### config.mk
export PLATFORM = sky130hd
export DESIGN_NAME = vif_cpu_if
export DESIGN_NICKNAME = d
export VERILOG_FILES = /design/src/rtl/vif_pkg.sv /design/src/rtl/vif_prio_sel.sv /design/src/rtl/vif_lr_bank.sv /design/src/rtl/vif_cpu_if.sv
export SDC_FILE = /design/constraint.sdc
export NUM_CORES = 1
export LEC_CHECK = 0
export BUFFER_PORTS_ARGS = -buffer_cell sky130_fd_sc_hd__buf_2
export CORE_AREA = 2 2 99 101
export CTS_BUF_LIST = sky130_fd_sc_hd__clkbuf_8
export DETAILED_ROUTE_END_ITERATION = 6
export DIE_AREA = 0 0 101 103
export GPL_TIMING_DRIVEN = 0
export MAX_ROUTING_LAYER = met4
export PLACE_DENSITY_LB_ADDON = 0.2
export SETUP_SLACK_MARGIN = 0.05
export SLEW_MARGIN = 30
export SYNTH_ARGS = -nofsm -noshare
export SYNTH_HDL_FRONTEND = slang
export SYNTH_SLANG_ARGS = --single-unit
### constraint.sdc
create_clock -name clk -period 12.8 [get_ports clk]
set_input_delay 2.56 -clock clk [delete_from_list [all_inputs] [get_ports clk]]
set_output_delay 2.56 -clock clk [all_outputs]
set_load 0.05 [all_outputs]
### src/rtl/vif_pkg.sv
package vif_pkg;
  typedef enum logic [1:0] {
    LR_INV  = 2'd0,
    LR_PEND = 2'd1,
    LR_ACT  = 2'd2,
    LR_PACT = 2'd3
  } lr_state_e;

  function automatic logic is_active(input logic [1:0] s);
    return s[1];
  endfunction
endpackage

### src/rtl/vif_prio_sel.sv
module vif_prio_sel #(
  parameter int NUM_LR = 4,
  parameter int PRI_W  = 5,
  parameter int IDX_W  = 2
) (
  input  logic [NUM_LR-1:0]            elig,
  input  logic [NUM_LR-1:0][PRI_W-1:0] prio,
  output logic                         found,
  output logic [IDX_W-1:0]             idx
);
  logic [PRI_W-1:0] best;

  always_comb begin
    found = 1'b0;
    idx   = '0;
    best  = '1;
    for (int i = 0; i < NUM_LR; i++) begin
      if (elig[i] && (!found || prio[i] < best)) begin
        found = 1'b1;
        best  = prio[i];
        idx   = IDX_W'(i);
      end
    end
  end
endmodule

### src/rtl/vif_lr_bank.sv
module vif_lr_bank import vif_pkg::*; #(
  parameter int NUM_LR = 4,
  parameter int ID_W   = 10,
  parameter int PRI_W  = 5,
  parameter int IDX_W  = 2
) (
  input  logic                         clk,
  input  logic                         rst,
  input  logic                         hv_we,
  input  logic [IDX_W-1:0]             hv_idx,
  input  logic [ID_W-1:0]              hv_id,
  input  logic [PRI_W-1:0]             hv_prio,
  input  logic                         hv_grp,
  input  logic [1:0]                   hv_state,
  input  logic                         ack_do,
  input  logic [IDX_W-1:0]             ack_idx,
  input  logic                         eoi_do,
  input  logic [ID_W-1:0]              eoi_id,
  output logic [NUM_LR-1:0][ID_W-1:0]  lr_id,
  output logic [NUM_LR-1:0][PRI_W-1:0] lr_prio,
  output logic [NUM_LR-1:0]            lr_grp,
  output logic [NUM_LR-1:0][1:0]       lr_st,
  output logic                         eoi_match
);
  logic [IDX_W-1:0] eoi_idx;

  // lowest matching active index wins: scan downward, last hit kept
  always_comb begin
    eoi_match = 1'b0;
    eoi_idx   = '0;
    for (int i = NUM_LR - 1; i >= 0; i--) begin
      if (is_active(lr_st[i]) && lr_id[i] == eoi_id) begin
        eoi_match = 1'b1;
        eoi_idx   = IDX_W'(i);
      end
    end
  end

  for (genvar g = 0; g < NUM_LR; g++) begin : g_lr
    always_ff @(posedge clk) begin
      if (rst) begin
        lr_st[g]   <= LR_INV;
        lr_id[g]   <= '0;
        lr_prio[g] <= '0;
        lr_grp[g]  <= 1'b0;
      end else if (hv_we && hv_idx == IDX_W'(g)) begin
        lr_st[g]   <= hv_state;
        lr_id[g]   <= hv_id;
        lr_prio[g] <= hv_prio;
        lr_grp[g]  <= hv_grp;
      end else if (ack_do && ack_idx == IDX_W'(g)) begin
        lr_st[g] <= LR_ACT;
      end else if (eoi_do && eoi_match && eoi_idx == IDX_W'(g)) begin
        lr_st[g] <= (lr_st[g] == LR_PACT) ? LR_PEND : LR_INV;
      end
    end
  end

  // a write lands in the addressed slot
  a_r2_hv_load: assert property (@(posedge clk) disable iff (rst)
    hv_we |=> lr_id[$past(hv_idx)] == $past(hv_id));

  // acknowledged slot becomes active unless overwritten
  a_r3_ack_to_active: assert property (@(posedge clk) disable iff (rst)
    (ack_do && !(hv_we && hv_idx == ack_idx)) |=> lr_st[$past(ack_idx)] == LR_ACT);

  // retired slot is no longer active
  a_r5_eoi_retires: assert property (@(posedge clk) disable iff (rst)
    (eoi_do && eoi_match && !(hv_we && hv_idx == eoi_idx))
      |=> !is_active(lr_st[$past(eoi_idx)]));
endmodule

### src/rtl/vif_cpu_if.sv
module vif_cpu_if import vif_pkg::*; #(
  parameter int NUM_LR = 4,
  parameter int ID_W   = 10,
  parameter int PRI_W  = 5,
  localparam int IDX_W = (NUM_LR > 1) ? $clog2(NUM_LR) : 1
) (
  input  logic             clk,
  input  logic             rst,
  input  logic             hv_we,
  input  logic [IDX_W-1:0] hv_idx,
  input  logic [ID_W-1:0]  hv_id,
  input  logic [PRI_W-1:0] hv_prio,
  input  logic             hv_grp,
  input  logic [1:0]       hv_state,
  input  logic             g_ack,
  output logic [ID_W-1:0]  g_ack_id,
  input  logic             g_eoi,
  input  logic [ID_W-1:0]  g_eoi_id,
  input  logic             i_mask,
  input  logic             f_mask,
  output logic             virq,
  output logic             vfiq,
  output logic             maint,
  output logic             eoi_err
);
  localparam logic [ID_W-1:0] SPUR_ID = {ID_W{1'b1}};

  logic [NUM_LR-1:0][ID_W-1:0]  lr_id;
  logic [NUM_LR-1:0][PRI_W-1:0] lr_prio;
  logic [NUM_LR-1:0]            lr_grp;
  logic [NUM_LR-1:0][1:0]       lr_st;
  logic                         eoi_match;
  logic [NUM_LR-1:0]            elig;
  logic [NUM_LR-1:0]            empty;
  logic                         sel_found;
  logic [IDX_W-1:0]             sel_idx;
  logic                         ack_do;

  for (genvar g = 0; g < NUM_LR; g++) begin : g_flags
    assign elig[g]  = (lr_st[g] == LR_PEND);
    assign empty[g] = (lr_st[g] == LR_INV);
  end

  assign ack_do = g_ack && sel_found;

  vif_lr_bank #(
    .NUM_LR(NUM_LR), .ID_W(ID_W), .PRI_W(PRI_W), .IDX_W(IDX_W)
  ) u_bank (
    .clk(clk), .rst(rst),
    .hv_we(hv_we), .hv_idx(hv_idx), .hv_id(hv_id), .hv_prio(hv_prio),
    .hv_grp(hv_grp), .hv_state(hv_state),
    .ack_do(ack_do), .ack_idx(sel_idx),
    .eoi_do(g_eoi), .eoi_id(g_eoi_id),
    .lr_id(lr_id), .lr_prio(lr_prio), .lr_grp(lr_grp), .lr_st(lr_st),
    .eoi_match(eoi_match)
  );

  vif_prio_sel #(
    .NUM_LR(NUM_LR), .PRI_W(PRI_W), .IDX_W(IDX_W)
  ) u_sel (
    .elig(elig), .prio(lr_prio), .found(sel_found), .idx(sel_idx)
  );

  always_ff @(posedge clk) begin
    if (rst) begin
      g_ack_id <= SPUR_ID;
      virq     <= 1'b0;
      vfiq     <= 1'b0;
      maint    <= 1'b1;
      eoi_err  <= 1'b0;
    end else begin
      if (g_ack) g_ack_id <= sel_found ? lr_id[sel_idx] : SPUR_ID;
      virq  <= (|(elig & lr_grp)) && !i_mask;
      vfiq  <= (|(elig & ~lr_grp)) && !f_mask;
      maint <= &empty;
      if (g_eoi && !eoi_match) eoi_err <= 1'b1;
    end
  end

  // nothing pending yields the spurious ID
  a_r4_spurious: assert property (@(posedge clk) disable iff (rst)
    (g_ack && !sel_found) |=> g_ack_id == SPUR_ID);

  // error flag never clears outside reset
  a_r6_err_sticky: assert property (@(posedge clk) disable iff (rst)
    eoi_err |=> eoi_err);

  // masks silence their lines
  a_r8_irq_mask: assert property (@(posedge clk) disable iff (rst)
    i_mask |=> !virq);
  a_r8_fiq_mask: assert property (@(posedge clk) disable iff (rst)
    f_mask |=> !vfiq);
endmodule

======== Word level (Yosys, flattened, before mapping) ========
Index checks and enable logic that the tools add are counted.
word-level totals
  word-level logic and storage cells ...... 133
  bits in registers ....................... 86
cells by class
  equal/unequal tests ..................... 21
  reductions and logical operators ........ 47
  mux-type cells .......................... 37
  order comparisons ....................... 4
  bitwise operators ....................... 3
operator list
  kind                                                count
  == test 10 bit                                      4
  two-way mux 2 bit                                   18
  logical AND 1 bit                                   24
  binary-select mux 10 bit (select 2 bit)             1
  == test 2 bit, second input constant                10
  two-way mux 10 bit                                  2
  < comparator 5 bit                                  3
  two-way mux 5 bit                                   3
  == test 2 x 1 -> 1 bit, second input constant       7
  zero test 2 bit                                     7
  two-way mux 1 bit                                   13
  nonzero test 3 bit                                  4
  bitwise AND 4 bit                                   2
  OR reduction 4 bit                                  2
  zero test 1 bit                                     6
  NOT 4 bit                                           1
  AND reduction 4 bit                                 1
  logical OR 1 bit                                    3
  < comparator 2 x 3 -> 1 bit, second input constant  1

======== Logic depth before layout (Yosys ltp) ========
Gate-level depths: netlist (run 1).
  word-level depth ........................ 18
  mapped depth ............................ 28
  gate-level depth less buffers ........... 25

======== Cells and area by module ========
Synthesis (run 1) repeated with hierarchy kept, for this count alone.
second synthesis, totals
  cell total of the unflattened synthesis .. 563
  area, all modules ....................... 4,738.3 um2
modules (own cells, without submodules)
  module        instances  area each (um2)  seq. area each (um2)  cells an instance
  vif_lr_bank   1          3,190.6          1,441.4               397
  vif_cpu_if    1          973.4            280.3                 92
  vif_prio_sel  1          574.3            0.0                   74

======== Worst setup path before layout (run 1) ========
No wires, ideal clock.
  path type ............................... register -> register
  start point ............................. register u_bank.lr_st[1] in the netlist's numbering
  end point ............................... register g_ack_id[1]
  setup slack ............................. 7,257 ps
  buffers on the path ..................... 3
  cell stages (with the launch flop) ...... 26
  arrival ................................. 5,416 ps
  library setup time ...................... 127 ps
  period minus slack after synthesis ...... 5,543 ps
  required time ........................... 12,673 ps
  cells stage by stage .................... dfxtp_1 -> or2b_1 -> nor2_1 -> ha_1 -> a311oi_2 -> o211a_1 -> nor2_1 -> clkbuf_1 -> o21ai_0 -> ha_1 -> a211oi_1 -> nor2_1 -> or4_1 -> o21ai_2 -> buf_6 -> nor2_1 -> a21oi_1 -> ha_1 -> a211oi_1 -> o21bai_1 -> a41o_1 -> a21oi_1 -> nor4_2 -> buf_4 -> a221oi_1 -> a31oi_1
between the ends
  cells in the longest elaborated chain, start to end .. 17
  elaborated cells between the ends (all ways) .. 26
  classes of those cells .................. 3 x order compare; 1 x eq/ne; 13 x mux; 9 x reduce/logical
RTL lines
  what                                                    line                source
  from (decl)                                             vif_lr_bank.sv:22   output logic [NUM_LR-1:0][1:0] lr_st,
  from (signal, indexed assignment)                       vif_lr_bank.sv:47   lr_st[g] <= hv_state;
  from (signal, indexed assignment)                       vif_lr_bank.sv:54   lr_st[g] <= (lr_st[g] == LR_PACT) ? LR_PEND : LR_INV;
  == test 2 x 1 -> 1 bit (*)                              vif_cpu_if.sv:40    assign elig[g] = (lr_st[g] == LR_PEND);
  two-way mux 5 bit or two-way mux 1 bit (tied branches)  vif_prio_sel.sv:18  if (elig[i] && (!found || prio[i] < best)) begin
  < comparator 5 bit or zero test 1 bit (tied branches)   vif_prio_sel.sv:18
  logical OR 1 bit                                        vif_prio_sel.sv:18
  logical AND 1 bit                                       vif_prio_sel.sv:18
  two-way mux 5 bit or two-way mux 1 bit (tied branches)  vif_prio_sel.sv:18
  < comparator 5 bit or zero test 1 bit (tied branches)   vif_prio_sel.sv:18
  logical OR 1 bit                                        vif_prio_sel.sv:18
  logical AND 1 bit                                       vif_prio_sel.sv:18
  two-way mux 5 bit or two-way mux 1 bit (tied branches)  vif_prio_sel.sv:18
  < comparator 5 bit or zero test 1 bit (tied branches)   vif_prio_sel.sv:18
  logical OR 1 bit                                        vif_prio_sel.sv:18
  logical AND 1 bit                                       vif_prio_sel.sv:18
  two-way mux 2 bit                                       vif_prio_sel.sv:18
  binary-select mux 10 bit (select 2 bit)                 vif_cpu_if.sv:72    if (g_ack) g_ack_id <= sel_found ? lr_id[sel_idx] : SPUR_ID;
  two-way mux 10 bit (not written as such)                vif_cpu_if.sv:72
  two-way mux 10 bit (*)                                  vif_cpu_if.sv:72
  to (signal assigned)                                    vif_cpu_if.sv:72
  to (decl)                                               vif_cpu_if.sv:16    output logic [ID_W-1:0] g_ack_id,
Mark *: on every way between the ends. The rest lies on a longest branch, timed or not. The select of a mux whose other input is x is not followed.
A chain may end at the register's enable or synchronous reset.

======== Final worst setup path (run 1) ========
  start point ............................. register u_bank.lr_st[1] in the netlist's numbering
  end point ............................... register g_ack_id[4]
The elaborated chain is that of the path after synthesis.

==> reports/qor.yml, run 1 <==
post_cts_buffers: 0
synth_cell_types: 58
synth_largest_area_cell: "dfxtp_1"
wl_per_cell_um: 18.70
gp_congestion: 1.001
worstReg2RegEnd: "g_ack_id[4]"
synth_most_common_cell: "nand2_1"
rrSetupSlack_ns: 6.21
fin_tns_setup_ns: 0
crit_type: "flip-flop to flip-flop"
critical_path_arrival_ns: 6.84
syn_to_final_growth_pct: 12.63
grt_remaining_overflow: 0
holdPathStages: 2
worst_clock_skew_ns: 0.009947
dpl.hpwl_um: 10220
fp.dieH_um: 103
drc: 0
hold_buffers: 0
drt-vias-per-instance: 5.792
die-area_sq_mm: 0.01040
clockBufferDepth: 2
coreArea_sq_mm: 0.009459
placementRows: 36
start_util_pct: 47.75
cp-startpoint: "u_bank.lr_st[1]"
end_kind: "flip-flop"
min_path_type: "flip-flop to flip-flop"
ys_seq_elements: 86
final_max_slew_viol_count: 0
critical-path-max-stage-delay_ns: 0.55
num_vias: 4379
power_density_mw_per_mm2: 119.1
post-route-util_pct: 53.78
cpMaxStageDelayCell: "dfxtp_1"
r2r_cells: 25
post-route-period-util_pct: 51.49
die_w_um: 101
cts-root-buf: "clkbuf_8"
status: "finished clean"
fill_cells: 944
firstDrtPassIters: 5
fin_crit_ns: 6.591
required_ns: 13.05
peakVddDrop_uv: 72.75
ys_seq_area_share_pct: 38.12
path_max_fanout: 10
diodes: 0
cap_violations: 0
track_usage_pct: 29.04
worstHoldStart: "u_bank.lr_prio[18]"
rsz0062_at_grt: "no"
ys_warn_count: 0
h-tree-depth: 3
clk_pin_slew_ns: 0.09
tightestPinTransition_ns: 0.7118
fmax_mhz: 151.7
relSlewSlack_pct: 52.37
antenna_found_initial: 0
synth_edf_count: 0
nets: 684
drtAntennaViolNets: 0
io_pins: 51
synthFlopType: "dfxtp_1"
clock_sinks: 86
cts_tree: "built"
synth_top_area_share_pct: 38.12
synth_area_sq_mm: 0.004517
setup_viol: 0
numCtsBuffers: 9
synth_commonest_cells: "163 x nand2_1, 86 x dfxtp_1, 83 x a21oi_1"
p_leak_nw: 1.815
post_cts_resize_count: 0
avgSynthCellArea_sq_um: 7.682
first_global_vias: 4200
grt_max_degree: 15
min_to: "u_bank.lr_prio[18]"
synth_area_leaders: "dfxtp_1 38%, nand2_1 14%, a21oi_1 9.2%, xnor2_1 7.8%, ha_1 2.8%"
hold_viol: 0
drt-total-wl_um: 14140
grt_pass1_wl_um: 21950
syn_inst: 588
drt_iter0_markers: 322
crit_path_frequent_cell: "nor2_1"
clock_latency_ns: 0.37
async_flop_share_pct: 0
syn_nets: 635
drive_gt1_share_pct: 12.46
r2r_start: "u_bank.lr_st[1]"
numPortBuffers: 38
cp-start-kind: "flip-flop"
==> cells in the final DEF (no fill, tap or decap), drive strengths merged, types with 2 or more instances in the layout <==
| cell | n |
|---|---|
| a311oi | 2 |
| mux2i | 6 |
| a41o | 2 |
| a211oi | 6 |
| xnor2 | 40 |
| bufinv | 2 |
| o22ai | 2 |
| a31oi | 9 |
| a221oi | 8 |
| nor3 | 8 |
| o21a | 4 |
| nand2b | 5 |
| nand2 | 163 |
| buf | 46 |
| o211ai | 2 |
| and3 | 2 |
| dfxtp | 86 |
| nand4 | 12 |
| clkbuf | 42 |
| nor4 | 2 |
| a21o | 3 |
| or4 | 4 |
| or2b | 2 |
| nor2b | 4 |
| nand3 | 7 |
| nor2 | 32 |
| nor3b | 2 |
| inv | 10 |
| clkinv | 2 |
| o21ai | 16 |
| a21oi | 83 |
| or2 | 3 |
| ha | 10 |
| o21bai | 2 |
==> power breakdown <==
group          internal [W]  switching, W  total [W]  leakage (nW)
sequential         0.000278    0.00000960   0.000287         0.700
combinational     0.0000316     0.0000625  0.0000940          1.00
clock              0.000121      0.000104   0.000225         0.116
==> flip-flops by register name, indices dropped and copies added, names as in the netlist <==
name and flops:
virq 1, maint 1, eoi_err 1, u_bank.lr_st 8
g_ack_id 10, vfiq 1, u_bank.lr_grp 4, u_bank.lr_id 40
u_bank.lr_prio 20
==> through the flow <==
| stage | cells | total power (W) | worst slack (ns) | area, sq um | hold WS, ns |
|---|---|---|---|---|---|
| global route | 756 | 0.0006265 | 5.687 | 5087 | 0.4886 |
| detailed placement | 740 | 0.0003861 | 6.297 | 4855 | 0.4571 |
| floorplan | 588 | 0.0003541 | 7.257 | 4517 | 0.4367 |
| CTS | 756 | 0.0006056 | 6.256 | 5087 | 0.4699 |
| global placement | 740 | 0.0003842 | 6.304 | 4850 | 0.4546 |
| finish | 756 | 0.0006062 | 6.209 | 5087 | 0.4684 |
==> how the worst max path moves through the flow <==
stage,endpoint,slack (ns),cells after the start
after detailed placement,g_ack_id[6],6.30,25
after CTS,g_ack_id[6],6.26,25
after floorplan,g_ack_id[1],7.26,25
after global placement,g_ack_id[6],6.30,25
final,g_ack_id[4],6.21,25
after global routing,g_ack_id[4],5.69,25
==> layer usage <==
layer  wire length [um]  up-vias  track usage (%)
met5                  0        -                -
met2               6995      150            48.46
met3                791       40            2.983
met4                426        0            12.47
met1               5924     2078            35.92
li1                   -     2111                -
==> logic make-up after synthesis <==
kind of cell             after synthesis  synth area share [%]
AO/OA/AOI/OAI                        147                 20.42
XOR/XNOR                              40                 7.756
adder cells (fa/ha/maj)               10                 2.770
buffers and inverters                 49                 4.598
flip-flops                            86                 38.12
multiplexers                           6                 1.330
AND/OR/NAND/NOR                      250                 25.01
==> layout make-up <==
| type | instances | area (sq um) | area share [%] |
|---|---|---|---|
| Clock buffer | 11 | 151.4 | 2.976 |
| Buffer | 39 | 170.2 | 3.345 |
| Timing Repair Buffer | 38 | 190.2 | 3.738 |
| Sequential cell | 86 | 1722 | 33.84 |
| Tap cell | 114 | 142.6 | 2.804 |
| Clock inverter | 5 | 81.33 | 1.599 |
| Inverter | 10 | 37.54 | 0.7378 |
| Multi-Input combinational cell | 453 | 2592 | 50.96 |
==> worst max-delay path, delay by kind of cell (launching register included) <==
kind                     cells  cell delay [ns]
AO/OA/AOI/OAI               12             3.11
AND/OR/NAND/NOR              8             1.43
flip-flops                   1             0.55
buffers and inverters        2             0.47
adder cells (fa/ha/maj)      3             0.91
Note: power is estimated with default switching activity, not from simulation.
==> inputs of run 2 (changes only) <==
- ABC_AREA: default -> 1
- CORE_AREA: 2 2 99 101 -> 2 2 102 104
- DIE_AREA: 0 0 101 103 -> 0 0 104 106
- clock period: 12.8 -> 6.8 ns (I/O delays scaled with it)
==> run 2 against run 1 <==
  * Area after synthesis up 6.4%
  * Non-clock buffer count up 5
  * Worst hold slack worse by 0.0072 ns
  * Cell count up 20%
  * Clock skew up 0.0034 ns
  * Highest routed layer unchanged
  * Critical endpoint unchanged
  * First-iteration DRC count up 59%
  * Sequential share of layout area down 2.0 points
  * Clock power up 66%
  * Critical path type unchanged
  * Fmax up 16%
  * Synthesized cell count up 20%
==> reports/qor.yml, run 2 <==
cp-start-kind: "flip-flop"  # unchanged
gp_congestion: 1.021  # was 1.001
diodes: 0  # unchanged
clockPowerShare_pct: 32.8  # was 37.1%
dpl.hpwl_um: 12590  # was 10220 um
final_cell_mix: "102 x nand2_1, 90 x o21ai_0, 86 x dfxtp_1"  # was 163 x nand2_1, 86 x dfxtp_1, 83 x a21oi_1
fill_cells: 1009  # was 944
tightestPinTransition_ns: 0.7749  # was 0.7118 ns
fin_tns_setup_ns: 0  # unchanged
synth_most_common_cell: "nand2_1"  # unchanged
drt-total-wl_um: 16260  # was 14140 um
die-area_sq_mm: 0.01102  # was 0.01040 sq mm
antenna_found_initial: 0  # unchanged
worst_clock_skew_ns: 0.01330  # was 0.009947 ns
p_switching_w: 0.0003598  # was 0.0001762 W
ys_seq_area_share_pct: 35.83  # was 38.12%
grt_pass1_wl_um: 25230  # was 21950 um
seqPwrFrac_pct: 48.9  # was 47.4%
drt_iter0_markers: 511  # was 322
cap_violations: 0  # unchanged
path_max_fanout: 10  # unchanged
mostFrequentLayoutCell: "nand2_1"  # unchanged
crit_path_frequent_cell: "nand2_1"  # was nor2_1
syn_nets: 754  # was 635
wl_per_cell_um: 17.93  # was 18.70 um
grt_remaining_overflow: 0  # unchanged
p_leak_nw: 2.381  # was 1.815 nW
cts_tree: "built"  # unchanged
path_buf_inv: 5  # was 2
critical-path-max-stage-delay_ns: 0.49  # was 0.55 ns
synth_area_leaders: "dfxtp_1 36%, o21ai_0 9.4%, nand2_1 8.0%, inv_1 6.6%, nor2_1 6.0%"  # was dfxtp_1 38%, nand2_1 14%, a21oi_1 9.2%, xnor2_1 7.8%, ha_1 2.8%
drt-vias-per-instance: 5.662  # was 5.792
numPortBuffers: 48  # was 38
status: "finished clean"  # unchanged
first_global_vias: 4738  # was 4200
syn_inst: 707  # was 588
largest_reg_flops: 40  # unchanged
die_w_um: 104  # was 101 um
largest_register: "u_bank.lr_id"  # unchanged
reg_top3: "u_bank.lr_id x40, u_bank.lr_prio x20, g_ack_id x10"  # unchanged
clk_pin_slew_ns: 0.10  # was 0.09 ns
met3_length_um: 1378  # was 791 um
synth_largest_area_cell: "dfxtp_1"  # unchanged
post_cts_buffers: 0  # unchanged
drive_gt1_share_pct: 12.84  # was 12.46%
critical_path_arrival_ns: 5.94  # was 6.84 ns
required_ns: 7.05  # was 13.05 ns
cpMaxStageDelayCell: "dfxtp_1"  # unchanged
min_path_type: "flip-flop to flip-flop"  # unchanged
power_density_mw_per_mm2: 209.5  # was 119.1 mW/mm^2
avgSynthCellArea_sq_um: 6.796  # was 7.682 sq um
synth_area_sq_mm: 0.004805  # was 0.004517 sq mm
pre_cts_slack_ns: 1.185  # was 6.297 ns
fp.dieH_um: 106  # was 103 um
end_kind: "flip-flop"  # unchanged
p_sw_share_pct: 31.71  # was 29.07%
grt_max_degree: 15  # unchanged
ys_seq_elements: 86  # unchanged
clock_sinks: 86  # unchanged
hold_viol: 0  # unchanged
combPwrFrac_pct: 18.2  # was 15.5%
synth_cell_types: 38  # was 58
clockBufferDepth: 2  # unchanged
fmax_mhz: 175.8  # was 151.7 MHz
synthFlopType: "dfxtp_1"  # unchanged
syn_to_final_growth_pct: 12.71  # was 12.63%
num_vias: 5135  # was 4379
placementRows: 37  # was 36
wl_met1_um: 7034  # was 5924 um
hold_buffers: 0  # unchanged
wl_met2_um: 7259  # was 6995 um
nets: 813  # was 684
drc: 0  # unchanged
fin_crit_ns: 5.688  # was 6.591 ns
synth_edf_count: 0  # unchanged
p_int_w: 0.0007749  # was 0.0004300 W
fin_ws_ns: 1.112  # was 6.209 ns
post-route-period-util_pct: 83.64  # was 51.49%
peakVddDrop_uv: 97.58  # was 72.75 uV
track_usage_pct: 30.41  # was 29.04%
post_cts_resize_count: 0  # unchanged
ys_warn_count: 0  # unchanged
cts-root-buf: "clkbuf_8"  # unchanged
async_flop_share_pct: 0  # unchanged
setup_viol: 0  # unchanged
numCtsBuffers: 9  # unchanged
drtAntennaViolNets: 0  # unchanged
crit_type: "flip-flop to flip-flop"  # unchanged
rsz0062_at_grt: "no"  # unchanged
final_max_slew_viol_count: 0  # unchanged
crit_family: "simple AND/OR/NAND/NOR gates"  # was compound AO/OA/AOI/OAI gates
start_util_pct: 48.05  # was 47.75%
io_pins: 51  # unchanged
firstDrtPassIters: 5  # unchanged
h-tree-depth: 3  # unchanged
clock_latency_ns: 0.36  # was 0.37 ns
top_layer: "met4"  # unchanged
coreArea_sq_mm: 0.01000  # was 0.009459 sq mm
synth_commonest_cells: "102 x nand2_1, 90 x o21ai_0, 86 x dfxtp_1"  # was 163 x nand2_1, 86 x dfxtp_1, 83 x a21oi_1
relSlewSlack_pct: 47.87  # was 52.37%
synth_top_area_share_pct: 35.83  # was 38.12%
[run 2: path summary, 6_finish.rpt]
kind                           from                 to  slack, ns  depth (start not counted)
hold reg to reg   u_bank.lr_prio[0]  u_bank.lr_prio[0]       0.46                          2
setup reg to reg    u_bank.lr_st[0]        g_ack_id[4]       1.11                         36
setup / recovery    u_bank.lr_st[0]        g_ack_id[4]       1.11                         36
hold / removal    u_bank.lr_prio[0]  u_bank.lr_prio[0]       0.46                          2
[run 2: cell type report]
class / count / area [sq um] / area share (%)
Clock inverter: 6 / 62.56 / 1.155
Timing Repair Buffer: 48 / 240.2 / 4.436
Buffer: 34 / 150.1 / 2.773
Clock buffer: 10 / 137.6 / 2.542
Inverter: 89 / 334.1 / 6.169
Multi-Input combinational cell: 498 / 2599 / 47.99
Tap cell: 136 / 170.2 / 3.142
Sequential cell: 86 / 1722 / 31.79
[run 2: kinds of logic after synthesis]
kind of cell	count (synthesis)	share of synthesized area (%)
xor+xnor	16	2.917
compound gates	164	18.31
buf+inv	123	10.08
simple gates	308	30.26
flops	86	35.83
fa+ha+maj	10	2.604
[run 2: power groups by stage]
stage | logic (W) | registers, W | clock network [W]
floorplan | 0.000120 | 0.000576 | 0
global placement | 0.000199 | 0.000565 | 0
detailed placement | 0.000203 | 0.000566 | 0
CTS | 0.000204 | 0.000554 | 0.000374
global route | 0.000228 | 0.000558 | 0.000395
finish | 0.000207 | 0.000555 | 0.000373
[run 2: stage by stage]
step	cells	area, sq um	hold WS (ns)	util, %	total power, W
global placement	891	5215	0.4473	52.15	0.0007646
global route	907	5415	0.5003	54.15	0.001182
CTS	907	5415	0.4638	54.15	0.001132
detailed placement	891	5215	0.4502	52.15	0.0007689
floorplan	707	4805	0.4297	-	0.0006961
finish	907	5415	0.4612	54.15	0.001135
[run 2: routing by layer]
| metal | global-route usage, % | vias to the layer above |
|---|---|---|
| li1 | - | 2483 |
| met1 | 39.49 | 2378 |
| met2 | 47.84 | 228 |
| met3 | 4.414 | 46 |
| met4 | 12.55 | 0 |
| met5 | - | - |
[run 2: worst min-delay path: stages, from the launching register on]
cell and delay (ns):
dfxtp_1 0.31, inv_1 0.06, a21oi_1 0.05
==> inputs of run 3 (changes only) <==
- clock period: 6.8 -> 5.9 ns (I/O delays scaled with it)
==> run 3 against run 2 <==
  * First-iteration DRC count rose by 0.39%
  * Combinational power rose by 15%
  * Non-clock buffer count fell by 1
  * Sequential share of layout area barely moved
  * Cell count fell by 0.11%
  * Cell area barely moved
  * Setup slack got worse by 0.37 ns
  * Register-to-register slack got worse by 0.37 ns
  * Highest routed layer unchanged
==> reports/qor.yml, run 3 (synthesized netlist as in run 2, its figures left out) <==
fmax_mhz: 193.8  # was 175.8 MHz
placementRows: 37  # unchanged
post-route-period-util_pct: 87.44  # was 83.64%
wl_per_cell_um: 17.93  # about the same
first_global_vias: 4738  # unchanged
setup_viol: 0  # unchanged
reg_top3: "u_bank.lr_id x40, u_bank.lr_prio x20, g_ack_id x10"  # unchanged
h-tree-depth: 3  # unchanged
cts_tree: "built"  # unchanged
path_max_fanout: 13  # was 10
drt-vias-per-instance: 5.664  # was 5.662
die_w_um: 104  # unchanged
rsz0062_at_grt: "no"  # unchanged
cap_violations: 0  # unchanged
largest_register: "u_bank.lr_id"  # unchanged
p_switching_w: 0.0004150  # was 0.0003598 W
post_cts_buffers: 0  # unchanged
firstDrtPassIters: 5  # unchanged
cts-root-buf: "clkbuf_8"  # unchanged
fin_crit_ns: 5.159  # was 5.688 ns
antenna_found_initial: 0  # unchanged
crit_type: "flip-flop to flip-flop"  # unchanged
numPortBuffers: 48  # unchanged
combPwrFrac_pct: 18.2  # about the same
fill_cells: 1007  # was 1009
place_area_sq_mm: 0.005215  # unchanged
fp.dieH_um: 106  # unchanged
cp-start-kind: "flip-flop"  # unchanged
worstHoldStart: "u_bank.lr_prio[0]"  # unchanged
fin_tns_setup_ns: 0  # unchanged
hold_viol: 0  # unchanged
die-area_sq_mm: 0.01102  # unchanged
path_buf_inv: 3  # was 5
drc: 0  # unchanged
required_ns: 6.15  # was 7.05 ns
tightestPinTransition_ns: 0.7567  # was 0.7749 ns
grt_pass1_wl_um: 25230  # unchanged
relSlewSlack_pct: 49.56  # was 47.87%
grt_max_degree: 15  # unchanged
post-route-cell-area_sq_mm: 0.005414  # was 0.005415 sq mm
grt_remaining_overflow: 0  # unchanged
worst_clock_skew_ns: 0.01348  # was 0.01330 ns
cpMaxStageDelayCell: "dfxtp_1"  # unchanged
peakVddDrop_uv: 112.5  # was 97.58 uV
syn_to_final_growth_pct: 12.68  # was 12.71%
drive_gt1_share_pct: 13.12  # was 12.84%
diodes: 0  # unchanged
clockPowerShare_pct: 32.9  # was 32.8%
critical_path_arrival_ns: 5.41  # was 5.94 ns
p_leak_nw: 2.383  # was 2.381 nW
crit_family: "simple AND/OR/NAND/NOR gates"  # unchanged
track_usage_pct: 30.41  # unchanged
power_density_mw_per_mm2: 241.7  # was 209.5 mW/mm^2
clock_sinks: 86  # unchanged
end_kind: "flip-flop"  # unchanged
p_sw_share_pct: 31.72  # was 31.71%
clk_pin_slew_ns: 0.10  # about the same
numCtsBuffers: 9  # unchanged
dpl.hpwl_um: 12590  # unchanged
num_vias: 5132  # was 5135
hold_buffers: 0  # unchanged
io_pins: 51  # unchanged
critical-path-max-stage-delay_ns: 0.52  # was 0.49 ns
final_cell_mix: "102 x nand2_1, 90 x o21ai_0, 85 x inv_1, 85 x dfxtp_1, 77 x nor2_1"  # was 102 x nand2_1, 90 x o21ai_0, 86 x dfxtp_1
p_int_w: 0.0008934  # was 0.0007749 W
post-route-util_pct: 54.14  # was 54.15%
r2r_start: "u_bank.lr_st[1]"  # was u_bank.lr_st[0]
nets: 812  # was 813
drt-total-wl_um: 16250  # was 16260 um
start_util_pct: 48.05  # unchanged
drtAntennaViolNets: 0  # unchanged
status: "finished clean"  # unchanged
drt_iter0_markers: 513  # was 511
clockBufferDepth: 2  # unchanged
final_max_slew_viol_count: 0  # unchanged
min_path_type: "flip-flop to flip-flop"  # unchanged
crit_path_frequent_cell: "nand2_1"  # unchanged
gp_congestion: 1.021  # unchanged
mostFrequentLayoutCell: "nand2_1"  # unchanged
largest_reg_flops: 40  # unchanged
clock_latency_ns: 0.36  # about the same
coreArea_sq_mm: 0.01000  # unchanged
cp-startpoint: "u_bank.lr_st[1]"  # was u_bank.lr_st[0]
seqPwrFrac_pct: 48.9  # about the same
## run 3: changes by cell type in the layout (fill, tap and decap cells not counted), sizes merged
cell | previous run | this run
clkbuf | 36 | 35
## run 3: final cells by class
cell class	count	area (sq um)	area share, %
Multi-Input combinational cell	498	2599	48.00
Sequential cell	86	1723	31.82
Inverter	89	334.1	6.171
Timing Repair Buffer	48	240.2	4.437
Tap cell	136	170.2	3.143
Buffer	33	147.6	2.727
Clock buffer	10	137.6	2.542
Clock inverter	6	62.56	1.156
## run 3: worst paths after layout
check                           end  slack, ns  cells past startpoint
setup / recovery        g_ack_id[4]       0.74                     34
hold reg to reg   u_bank.lr_prio[0]       0.46                      2
hold / removal    u_bank.lr_prio[0]       0.46                      2
setup reg to reg        g_ack_id[4]       0.74                     34
## run 3: power groups by stage
stage               clock (W)  combinational [W]  sequential, W
floorplan                   0           0.000138       0.000664
global placement            0           0.000230       0.000651
detailed placement          0           0.000234       0.000652
CTS                  0.000431           0.000235       0.000639
global route         0.000456           0.000263       0.000643
finish               0.000430           0.000238       0.000640
## run 3: metrics by stage
step,hold WS (ns),std cells,setup slack [ns],power (W)
floorplan,0.4297,707,1.464,0.0008023
CTS,0.4638,907,0.2819,0.001305
detailed placement,0.4502,891,0.2852,0.0008862
global route,0.5003,906,0.1125,0.001362
global placement,0.4473,891,0.3410,0.0008812
finish,0.4614,906,0.7409,0.001308
## run 3: per-layer routing
layer  up-vias  track usage [%]  share of wire [%]
met2       215            47.84                 45
li1       2478                -                  -
met4         0            12.55                3.2
met3        43            4.414                8.0
met1      2396            39.49                 44
met5         -                -                  0
## run 3: worst register-to-register path, delay by kind of cell (launching register included)
family	cells	cell delay, ns
compound gates	5	0.75
fa+ha+maj	3	0.88
buf+inv	3	0.68
flops	1	0.52
simple gates	23	2.21
## run 3: repair_timing
action                                  4_1_cts  5_1_grt
hold endpoints to repair                      0        0
endpoints found under the setup margin        0       18
gates resized for setup                       0        3
